### src/rtl/tsq_pkg.sv
package tsq_pkg;

  // Command kinds after decode; every reserved encoding maps to K_STOP.
  typedef enum logic [2:0] {
    K_STOP, K_MSG, K_GAP, K_FGAP, K_PAUSE, K_IRQ, K_JUMP
  } kind_e;

  typedef enum logic [2:0] {
    S_IDLE, S_FETCH, S_DECODE, S_MREAD, S_MDATA, S_SEND, S_GAP, S_PAUSE
  } state_e;

  // Opcode field to command kind. Bit 3 set and 0111 are reserved.
  function automatic kind_e f_kind(input logic [3:0] op);
    kind_e k;
    case (op)
      4'h1:    k = K_MSG;
      4'h2:    k = K_GAP;
      4'h3:    k = K_FGAP;
      4'h4:    k = K_PAUSE;
      4'h5:    k = K_IRQ;
      4'h6:    k = K_JUMP;
      default: k = K_STOP;
    endcase
    return k;
  endfunction

  // A gap time is usable only above the rejection limit.
  function automatic logic f_gap_ok(input logic [31:0] gap, input logic [31:0] lim);
    return gap > lim;
  endfunction

  // Has the selected elapsed count reached the requested gap?
  function automatic logic f_gap_met(input logic [31:0] elapsed, input logic [31:0] gap);
    return elapsed >= gap;
  endfunction

endpackage

### src/rtl/tsq_decode.sv
module tsq_decode
  import tsq_pkg::*;
#(
  parameter int CMD_W   = 16,
  parameter int MADDR_W = 8,
  parameter int SADDR_W = 9
) (
  input  logic [CMD_W-1:0]   cmd_i,
  output kind_e              kind_o,
  output logic [MADDR_W-1:0] maddr_o,
  output logic [SADDR_W-1:0] target_o
);
  localparam int OP_LSB = CMD_W - 4;

  logic [3:0] op;
  logic       unused_bits;

  assign op          = cmd_i[CMD_W-1:OP_LSB];
  assign kind_o      = f_kind(op);
  assign maddr_o     = cmd_i[MADDR_W-1:0];
  assign target_o    = cmd_i[SADDR_W-1:0];
  assign unused_bits = ^cmd_i[OP_LSB-1:SADDR_W];

endmodule

### src/rtl/tsq_pc.sv
module tsq_pc #(
  parameter int SADDR_W = 9
) (
  input  logic               clk,
  input  logic               rst_n,
  input  logic               clear_i,
  input  logic               step_i,
  input  logic               load_i,
  input  logic [SADDR_W-1:0] target_i,
  output logic [SADDR_W-1:0] pc_o
);
  localparam logic [SADDR_W-1:0] PC_TOP = '1;

  logic [SADDR_W-1:0] pc_q;

  always_ff @(posedge clk) begin
    if (!rst_n)       pc_q <= '0;
    else if (clear_i) pc_q <= '0;
    else if (load_i)  pc_q <= target_i;
    else if (step_i)  pc_q <= pc_q + 1'b1;
  end

  assign pc_o = pc_q;

  // a jump lands on the decoded target
  a_r9_jump_lands: assert property (@(posedge clk) disable iff (!rst_n)
    load_i && !clear_i |=> pc_o == $past(target_i));

  // stepping from the last address returns to zero
  a_r9_wrap_zero: assert property (@(posedge clk) disable iff (!rst_n)
    step_i && !load_i && !clear_i && pc_o == PC_TOP |=> pc_o == '0);

  // without any control event the counter holds
  a_r7_pc_idle_hold: assert property (@(posedge clk) disable iff (!rst_n)
    !step_i && !load_i && !clear_i |=> $stable(pc_o));

endmodule

### src/rtl/tsq_elapsed.sv
module tsq_elapsed #(
  parameter int CNT_W = 20
) (
  input  logic             clk,
  input  logic             rst_n,
  input  logic             clear_i,
  input  logic             tick_i,
  output logic [CNT_W-1:0] cnt_o
);
  localparam logic [CNT_W-1:0] CNT_MAX = '1;

  logic [CNT_W-1:0] cnt_q;

  // Clear wins over a tick in the same cycle; the count stops at its ceiling.
  always_ff @(posedge clk) begin
    if (!rst_n)                         cnt_q <= '0;
    else if (clear_i)                   cnt_q <= '0;
    else if (tick_i && cnt_q != CNT_MAX) cnt_q <= cnt_q + 1'b1;
  end

  assign cnt_o = cnt_q;

  // a full counter never wraps back to small values
  a_r4_saturates: assert property (@(posedge clk) disable iff (!rst_n)
    cnt_o == CNT_MAX && !clear_i |=> cnt_o == CNT_MAX);

  // without a tick the count does not move
  a_r4_no_tick_hold: assert property (@(posedge clk) disable iff (!rst_n)
    !tick_i && !clear_i |=> $stable(cnt_o));

endmodule

### src/rtl/tsq_sequencer.sv
module tsq_sequencer
  import tsq_pkg::*;
#(
  parameter int SADDR_W     = 9,
  parameter int MADDR_W     = 8,
  parameter int CMD_W       = 16,
  parameter int MSG_W       = 32,
  parameter int GAP_W       = 20,
  parameter int GAP_MIN_BAD = 4
) (
  input  logic               clk,
  input  logic               rst_n,
  input  logic               start_i,
  input  logic               resume_i,
  input  logic               bit_tick_i,
  output logic [SADDR_W-1:0] sched_addr_o,
  input  logic [CMD_W-1:0]   sched_data_i,
  output logic [MADDR_W-1:0] msg_addr_o,
  input  logic [MSG_W-1:0]   msg_data_i,
  output logic               tx_req_o,
  output logic [MSG_W-1:0]   tx_word_o,
  input  logic               tx_done_i,
  output logic               irq_o,
  output logic               running_o,
  output logic               error_o
);

  state_e state_q, state_d;
  kind_e  dec_kind, kind_q;

  logic [MADDR_W-1:0] dec_maddr, maddr_q;
  logic [SADDR_W-1:0] dec_target, pc;
  logic [MSG_W-1:0]   word_q;
  logic [GAP_W-1:0]   gap_q, cnt_end, cnt_start, elapsed_sel, gap_field;
  logic               irq_q, err_q;

  // Named internal events
  logic ev_start, ev_send_begin, ev_send_end, ev_gap_bad, ev_gap_met;
  logic ev_resume, ev_irq, ev_jump, ev_is_gap, gap_valid;

  tsq_decode #(.CMD_W(CMD_W), .MADDR_W(MADDR_W), .SADDR_W(SADDR_W)) u_decode (
    .cmd_i    (sched_data_i),
    .kind_o   (dec_kind),
    .maddr_o  (dec_maddr),
    .target_o (dec_target)
  );

  assign gap_field = msg_data_i[GAP_W-1:0];
  assign gap_valid = f_gap_ok(32'(gap_field), 32'(GAP_MIN_BAD));
  assign ev_is_gap = (kind_q == K_GAP) || (kind_q == K_FGAP);

  assign ev_start      = start_i && (state_q == S_IDLE);
  assign ev_send_begin = (state_q == S_MDATA) && (kind_q == K_MSG);
  assign ev_send_end   = (state_q == S_SEND) && tx_done_i;
  assign ev_gap_bad    = (state_q == S_MDATA) && ev_is_gap && !gap_valid;
  assign elapsed_sel   = (kind_q == K_FGAP) ? cnt_start : cnt_end;
  assign ev_gap_met    = (state_q == S_GAP) && f_gap_met(32'(elapsed_sel), 32'(gap_q));
  assign ev_resume     = (state_q == S_PAUSE) && resume_i;
  assign ev_irq        = (state_q == S_DECODE) && (dec_kind == K_IRQ);
  assign ev_jump       = (state_q == S_DECODE) && (dec_kind == K_JUMP);

  tsq_pc #(.SADDR_W(SADDR_W)) u_pc (
    .clk      (clk),
    .rst_n    (rst_n),
    .clear_i  (ev_start),
    .step_i   (ev_send_end | ev_gap_met | ev_resume | ev_irq),
    .load_i   (ev_jump),
    .target_i (dec_target),
    .pc_o     (pc)
  );

  // Time since the end of the latest word
  tsq_elapsed #(.CNT_W(GAP_W)) u_since_end (
    .clk     (clk),
    .rst_n   (rst_n),
    .clear_i (ev_start | ev_send_end),
    .tick_i  (bit_tick_i),
    .cnt_o   (cnt_end)
  );

  // Time since the start of the latest word
  tsq_elapsed #(.CNT_W(GAP_W)) u_since_start (
    .clk     (clk),
    .rst_n   (rst_n),
    .clear_i (ev_start | ev_send_begin),
    .tick_i  (bit_tick_i),
    .cnt_o   (cnt_start)
  );

  always_comb begin
    state_d = state_q;
    case (state_q)
      S_IDLE:   if (ev_start) state_d = S_FETCH;
      S_FETCH:  state_d = S_DECODE;
      S_DECODE: begin
        case (dec_kind)
          K_MSG, K_GAP, K_FGAP: state_d = S_MREAD;
          K_PAUSE:              state_d = S_PAUSE;
          K_IRQ, K_JUMP:        state_d = S_FETCH;
          default:              state_d = S_IDLE;
        endcase
      end
      S_MREAD:  state_d = S_MDATA;
      S_MDATA: begin
        if (kind_q == K_MSG) state_d = S_SEND;
        else if (ev_gap_bad) state_d = S_IDLE;
        else                 state_d = S_GAP;
      end
      S_SEND:   if (ev_send_end) state_d = S_FETCH;
      S_GAP:    if (ev_gap_met)  state_d = S_FETCH;
      S_PAUSE:  if (ev_resume)   state_d = S_FETCH;
      default:  state_d = S_IDLE;
    endcase
  end

  always_ff @(posedge clk) begin
    if (!rst_n) begin
      state_q <= S_IDLE;
      kind_q  <= K_STOP;
      maddr_q <= '0;
      word_q  <= '0;
      gap_q   <= '0;
      irq_q   <= 1'b0;
      err_q   <= 1'b0;
    end else begin
      state_q <= state_d;
      irq_q   <= ev_irq;
      if (ev_gap_bad) err_q <= 1'b1;
      if (state_q == S_DECODE) begin
        kind_q  <= dec_kind;
        maddr_q <= dec_maddr;
      end
      if (ev_send_begin) word_q <= msg_data_i;
      if ((state_q == S_MDATA) && ev_is_gap) gap_q <= gap_field;
    end
  end

  assign sched_addr_o = pc;
  assign msg_addr_o   = maddr_q;
  assign tx_req_o     = (state_q == S_SEND);
  assign tx_word_o    = word_q;
  assign irq_o        = irq_q;
  assign running_o    = (state_q != S_IDLE);
  assign error_o      = err_q;

  // request and word are held until the transmitter finishes
  a_r2_req_held: assert property (@(posedge clk) disable iff (!rst_n)
    tx_req_o && !tx_done_i |=> tx_req_o && $stable(tx_word_o));

  // an idle sequencer never requests a transmission
  a_r1_idle_quiet: assert property (@(posedge clk) disable iff (!rst_n)
    !running_o |-> !tx_req_o);

  // the interrupt is a single-cycle pulse
  a_r8_irq_single: assert property (@(posedge clk) disable iff (!rst_n)
    irq_o |=> !irq_o);

  // the error flag never clears without reset
  a_r6_err_sticky: assert property (@(posedge clk) disable iff (!rst_n)
    error_o |=> error_o);

  // a new error coincides with a halted program
  a_r6_err_halts: assert property (@(posedge clk) disable iff (!rst_n)
    $rose(error_o) |-> !running_o);

  // a pause without resume keeps the schedule address
  a_r7_pause_hold: assert property (@(posedge clk) disable iff (!rst_n)
    state_q == S_PAUSE && !resume_i |=> state_q == S_PAUSE && $stable(sched_addr_o));

  // a start pulse during a run does not reset the schedule address
  a_r10_start_ignored: assert property (@(posedge clk) disable iff (!rst_n)
    running_o && start_i && state_q == S_PAUSE && !resume_i |=> $stable(sched_addr_o));

endmodule

### config.mk
export PLATFORM = sky130hd
export DESIGN_NAME = tsq_sequencer
export DESIGN_NICKNAME = d
export VERILOG_FILES = /design/src/rtl/tsq_pkg.sv /design/src/rtl/tsq_decode.sv /design/src/rtl/tsq_pc.sv /design/src/rtl/tsq_elapsed.sv /design/src/rtl/tsq_sequencer.sv
export SDC_FILE = /design/constraint.sdc
export NUM_CORES = 1
export LEC_CHECK = 0
export ABC_AREA = 1
export CORE_UTILIZATION = 47
export CTS_CLUSTER_DIAMETER = 50
export DETAILED_ROUTE_END_ITERATION = 8
export DONT_BUFFER_PORTS = 1
export GPL_TIMING_DRIVEN = 0
export PLACE_DENSITY = 0.58
export SLEW_MARGIN = 10
export SYNTH_ARGS = -nofsm -noshare
export SYNTH_HDL_FRONTEND = slang
export SYNTH_SLANG_ARGS = --single-unit
### constraint.sdc
create_clock -name clk -period 3.95 [get_ports clk]
set_clock_uncertainty 0.15 [all_clocks]
set_input_delay 0.1975 -clock clk [delete_from_list [all_inputs] [get_ports clk]]
set_output_delay 0.1975 -clock clk [all_outputs]
set_load 0.005 [all_outputs]
==> results.tsv <==
metric	value	unit
status	complete, no violations	
Synth area leaders	dfxtp_1 37%, nand2_1 13%, nor2_1 7.3%	
I/O pins	107	
met2 wire length	8330	µm
Simple-Gate Fraction of Synth Area	29.9	%
number of global-route vias before repair	5834	
share of post-route cells with drive strength above 1	8.30	%
row cnt	41	
Cell Chain, Critical Path	inv_1 -> nor2_2 -> nand2_1 -> clkbuf_1 -> o21ai_0 -> ha_1 -> nand2_1 -> nand2_1 -> nand2_1 -> nand2_1 -> a21oi_1 -> and2_1 -> nand4_1 -> nand3_1 -> nand2_1 -> dlygate4sd3_1 -> inv_1	
Crit path largest cell delay	0.55	ns
area added between synthesis and finish	21.1	%
RSZ-0062 raised after global routing	false	
metal1 wirelength	8080	µm
CP Launch Point	kind_q[1]	
critical path type	reg -> reg	
max-slew violations	0	
Async SR Flop Fraction	0	%
CTS Sinks	117	
slew of the pin with the lowest slew margin	0.481	ns
Compound-Gate Fraction of Synth Area	14.9	%
DRC viols	0	
Synth Flop Type	dfxtp_1	
most frequent cell after synthesis	nand2_1	
design area	7630	µm²
H-tree depth	4	
CTS tree	yes	
Setup crit end kind	flip-flop	
area leader, netlist	dfxtp_1	
diode count	0	
Syn. warnings	0	
Crit path buffers/inverters	4	
GRT Total Usage	26.4	%
Net Count, Synth	1006	
post-route ant nets	0	
setup TNS	0	ns
total number of vias	6217	
CP Depth	17	
Avg Cell Area, Syn	6.78	µm²
die width	118	µm
synth cell count leaders	214 x nand2_1, 122 x nor2_1, 117 x dfxtp_1	
Initial Util	49.1	%
CP max stage cell	dlygate4sd3_1	
count of final setup violators	0	
TritonCTS Buffers	17	
Port Buf Inserts	0	
total chip power	3.47	mW
FF+latch count, synth	117	
CP required	4.18	ns
TritonRoute pass-1 iters	5	
crit share post-route	90.8	%
Post-synth EDFFs	0	
area share of fa/ha/maj cells after synthesis	4.57	%
fmax	279	MHz
post-synth top area share	37.2	%
post-DP HPWL	13400	µm
met3 wire len	955	µm
Post-DP Area	6520	µm²
routed wire length	17900	µm
Die Area	13900	µm²
Slew HR	67.9	%
Max Cap Violations	0	
RR Startpoint	kind_q[1]	
Filler cells	1217	
Worst R2R Path Depth	17	
antenna violations before repair	0	
library cells used by synthesis	42	
sequential cell area fraction in the yosys report	37.2	%
final hold violation count	0	
drt first-iter violations	357	
Max Root-Sink Buffers	2	
hold crit path type	in -> reg	
Setup Buffers After CTS	0	
WP data arrival	3.82	ns
RR Endpoint	state_q[2]	
Max Used Layer	met4	
vias per std cell	5.25	
Final #Nets	1076	
Worst-path clk slew	0.06	ns
post-synthesis mux area share	0.655	%
most used cell, CP	nand2_1	
leakage	3.14	nW
largest net degree at the start of global routing	17	
Critical Path Sink	state_q[2]	
fin crit period	3.59	ns
Mapped Cells	929	
Chip Height	118	µm
Worst setup SP type	flip-flop	
Cell Area, Synth	6300	µm²
gpl congestion	0.916	
first-pass GRT wire length	29000	µm
main combinational cell family by area after synthesis	simple AND/OR/NAND/NOR gates	
Worst path top cell family by delay	simple AND/OR/NAND/NOR gates	
worst vdd ir	382	µV
Power Dens Cells	455	nW/µm²
FF-to-FF setup slack	0.36	ns
xor-xnor portion of the synthesized cell area	3.61	%
Avg WL per Cell	15.1	µm
crit path max fanout	10	
Root Driver	clkbuf_16	
grt ovf	0	
clk_lat worst skew	0.43	ns
CORE AREA	12800	µm²
sequential cells by signal (all words and copies together), names as in the netlist:
name	count
u_since_start.cnt_o	20
gap_q	20
u_since_end.cnt_o	20
irq_o	1
state_q	3
error_o	1
u_pc.pc_o	9
tx_word_o	32
kind_q	3
msg_addr_o	8
per-stage QoR:
stage	instances	hold slack [ns]	setup WS, ns	utilization (%)
2_1_floorplan	929	0.182	1.21	-
3_3_place_gp	1101	0.186	0.528	50.8
3_5_place_dp	1101	0.191	0.448	50.8
4_1_cts	1184	0.00116	0.198	59.5
5_1_grt	1184	0.0387	0.0334	59.5
6_report	1184	0.00639	0.362	59.5
metal layers:
layer  up-vias  track usage [%]
met2       185             43.6
met3        44             6.25
li1       3145                -
met5         -                0
met1      2843             32.3
met4         0             12.2
logic make-up (layout without fill, tap and decap cells):
family / Yosys count / count (layout)
multiplexers: 4 / 4
XOR/XNOR: 26 / 26
buffers and inverters: 143 / 226
AO/OA/AOI/OAI: 177 / 177
AND/OR/NAND/NOR: 439 / 439
flip-flops: 117 / 117
adder cells (fa/ha/maj): 23 / 23
placed cells by master, fill, tap and decap left out, types with 2 or more instances in the layout:
cell	count
nor2_2	6
nor4_2	2
nor3b_1	2
nand2_1	214
buf_2	9
nand2_2	3
inv_1	99
nand4_1	14
a31oi_1	4
nand3_1	44
or2_2	2
clkinvlp_4	2
bufinv_16	2
dfxtp_1	117
ha_1	23
buf_6	4
clkbuf_16	17
nor4_1	4
clkbuf_1	16
nor3_1	18
inv_6	8
and2_1	2
nor2_1	121
xor2_1	23
xnor2_1	3
a21oi_2	6
buf_1	3
a21oi_1	78
mux2i_1	3
dlygate4sd3_1	51
o21ai_0	83
inv_2	11
area by class of cell:
class	count	area (µm²)	share of cell area, %
multi-input cells	669	3380	44.3
clock inverters	14	161	2.12
plain buffers	32	161	2.12
repair buffers	51	510	6.69
well taps	172	215	2.82
inverters	111	417	5.46
flip-flops and latches	117	2340	30.7
clock buffers	18	439	5.76
worst min path at each step:
stage,from,end,depth (start not counted)
2_1_floorplan,msg_data_i[0],tx_word_o[0],2
3_3_place_gp,msg_data_i[23],tx_word_o[23],2
3_5_place_dp,msg_data_i[25],tx_word_o[25],2
4_1_cts,msg_data_i[19],error_o,5
5_1_grt,bit_tick_i,u_since_end.cnt_o[2],3
6_report,msg_data_i[19],error_o,5
timing repair:
action	in CTS	in global routing
gates resized for setup	0	1
setup endpoints to repair	0	4
hold endpoints to repair	96	0
hold buffers	51	0
worst register-to-register path, stage by stage, from the launching register on:
cell and delay, ns:
dfxtp_1 0.34, inv_1 0.07, nor2_2 0.24, nand2_1 0.26
clkbuf_1 0.28, o21ai_0 0.31, ha_1 0.30, nand2_1 0.07
nand2_1 0.04, nand2_1 0.06, nand2_1 0.06, a21oi_1 0.20
and2_1 0.16, nand4_1 0.19, nand3_1 0.15, nand2_1 0.05
dlygate4sd3_1 0.55, inv_1 0.05
power by group:
part | switching [mW] | total, mW | internal (mW)
Combinational | 0.358 | 0.568 | 0.210
Clock | 0.623 | 1.59 | 0.963
Sequential | 0.0744 | 1.32 | 1.25
Total | 1.06 | 3.47 | 2.42
Power figures use the tool's default switching activity.
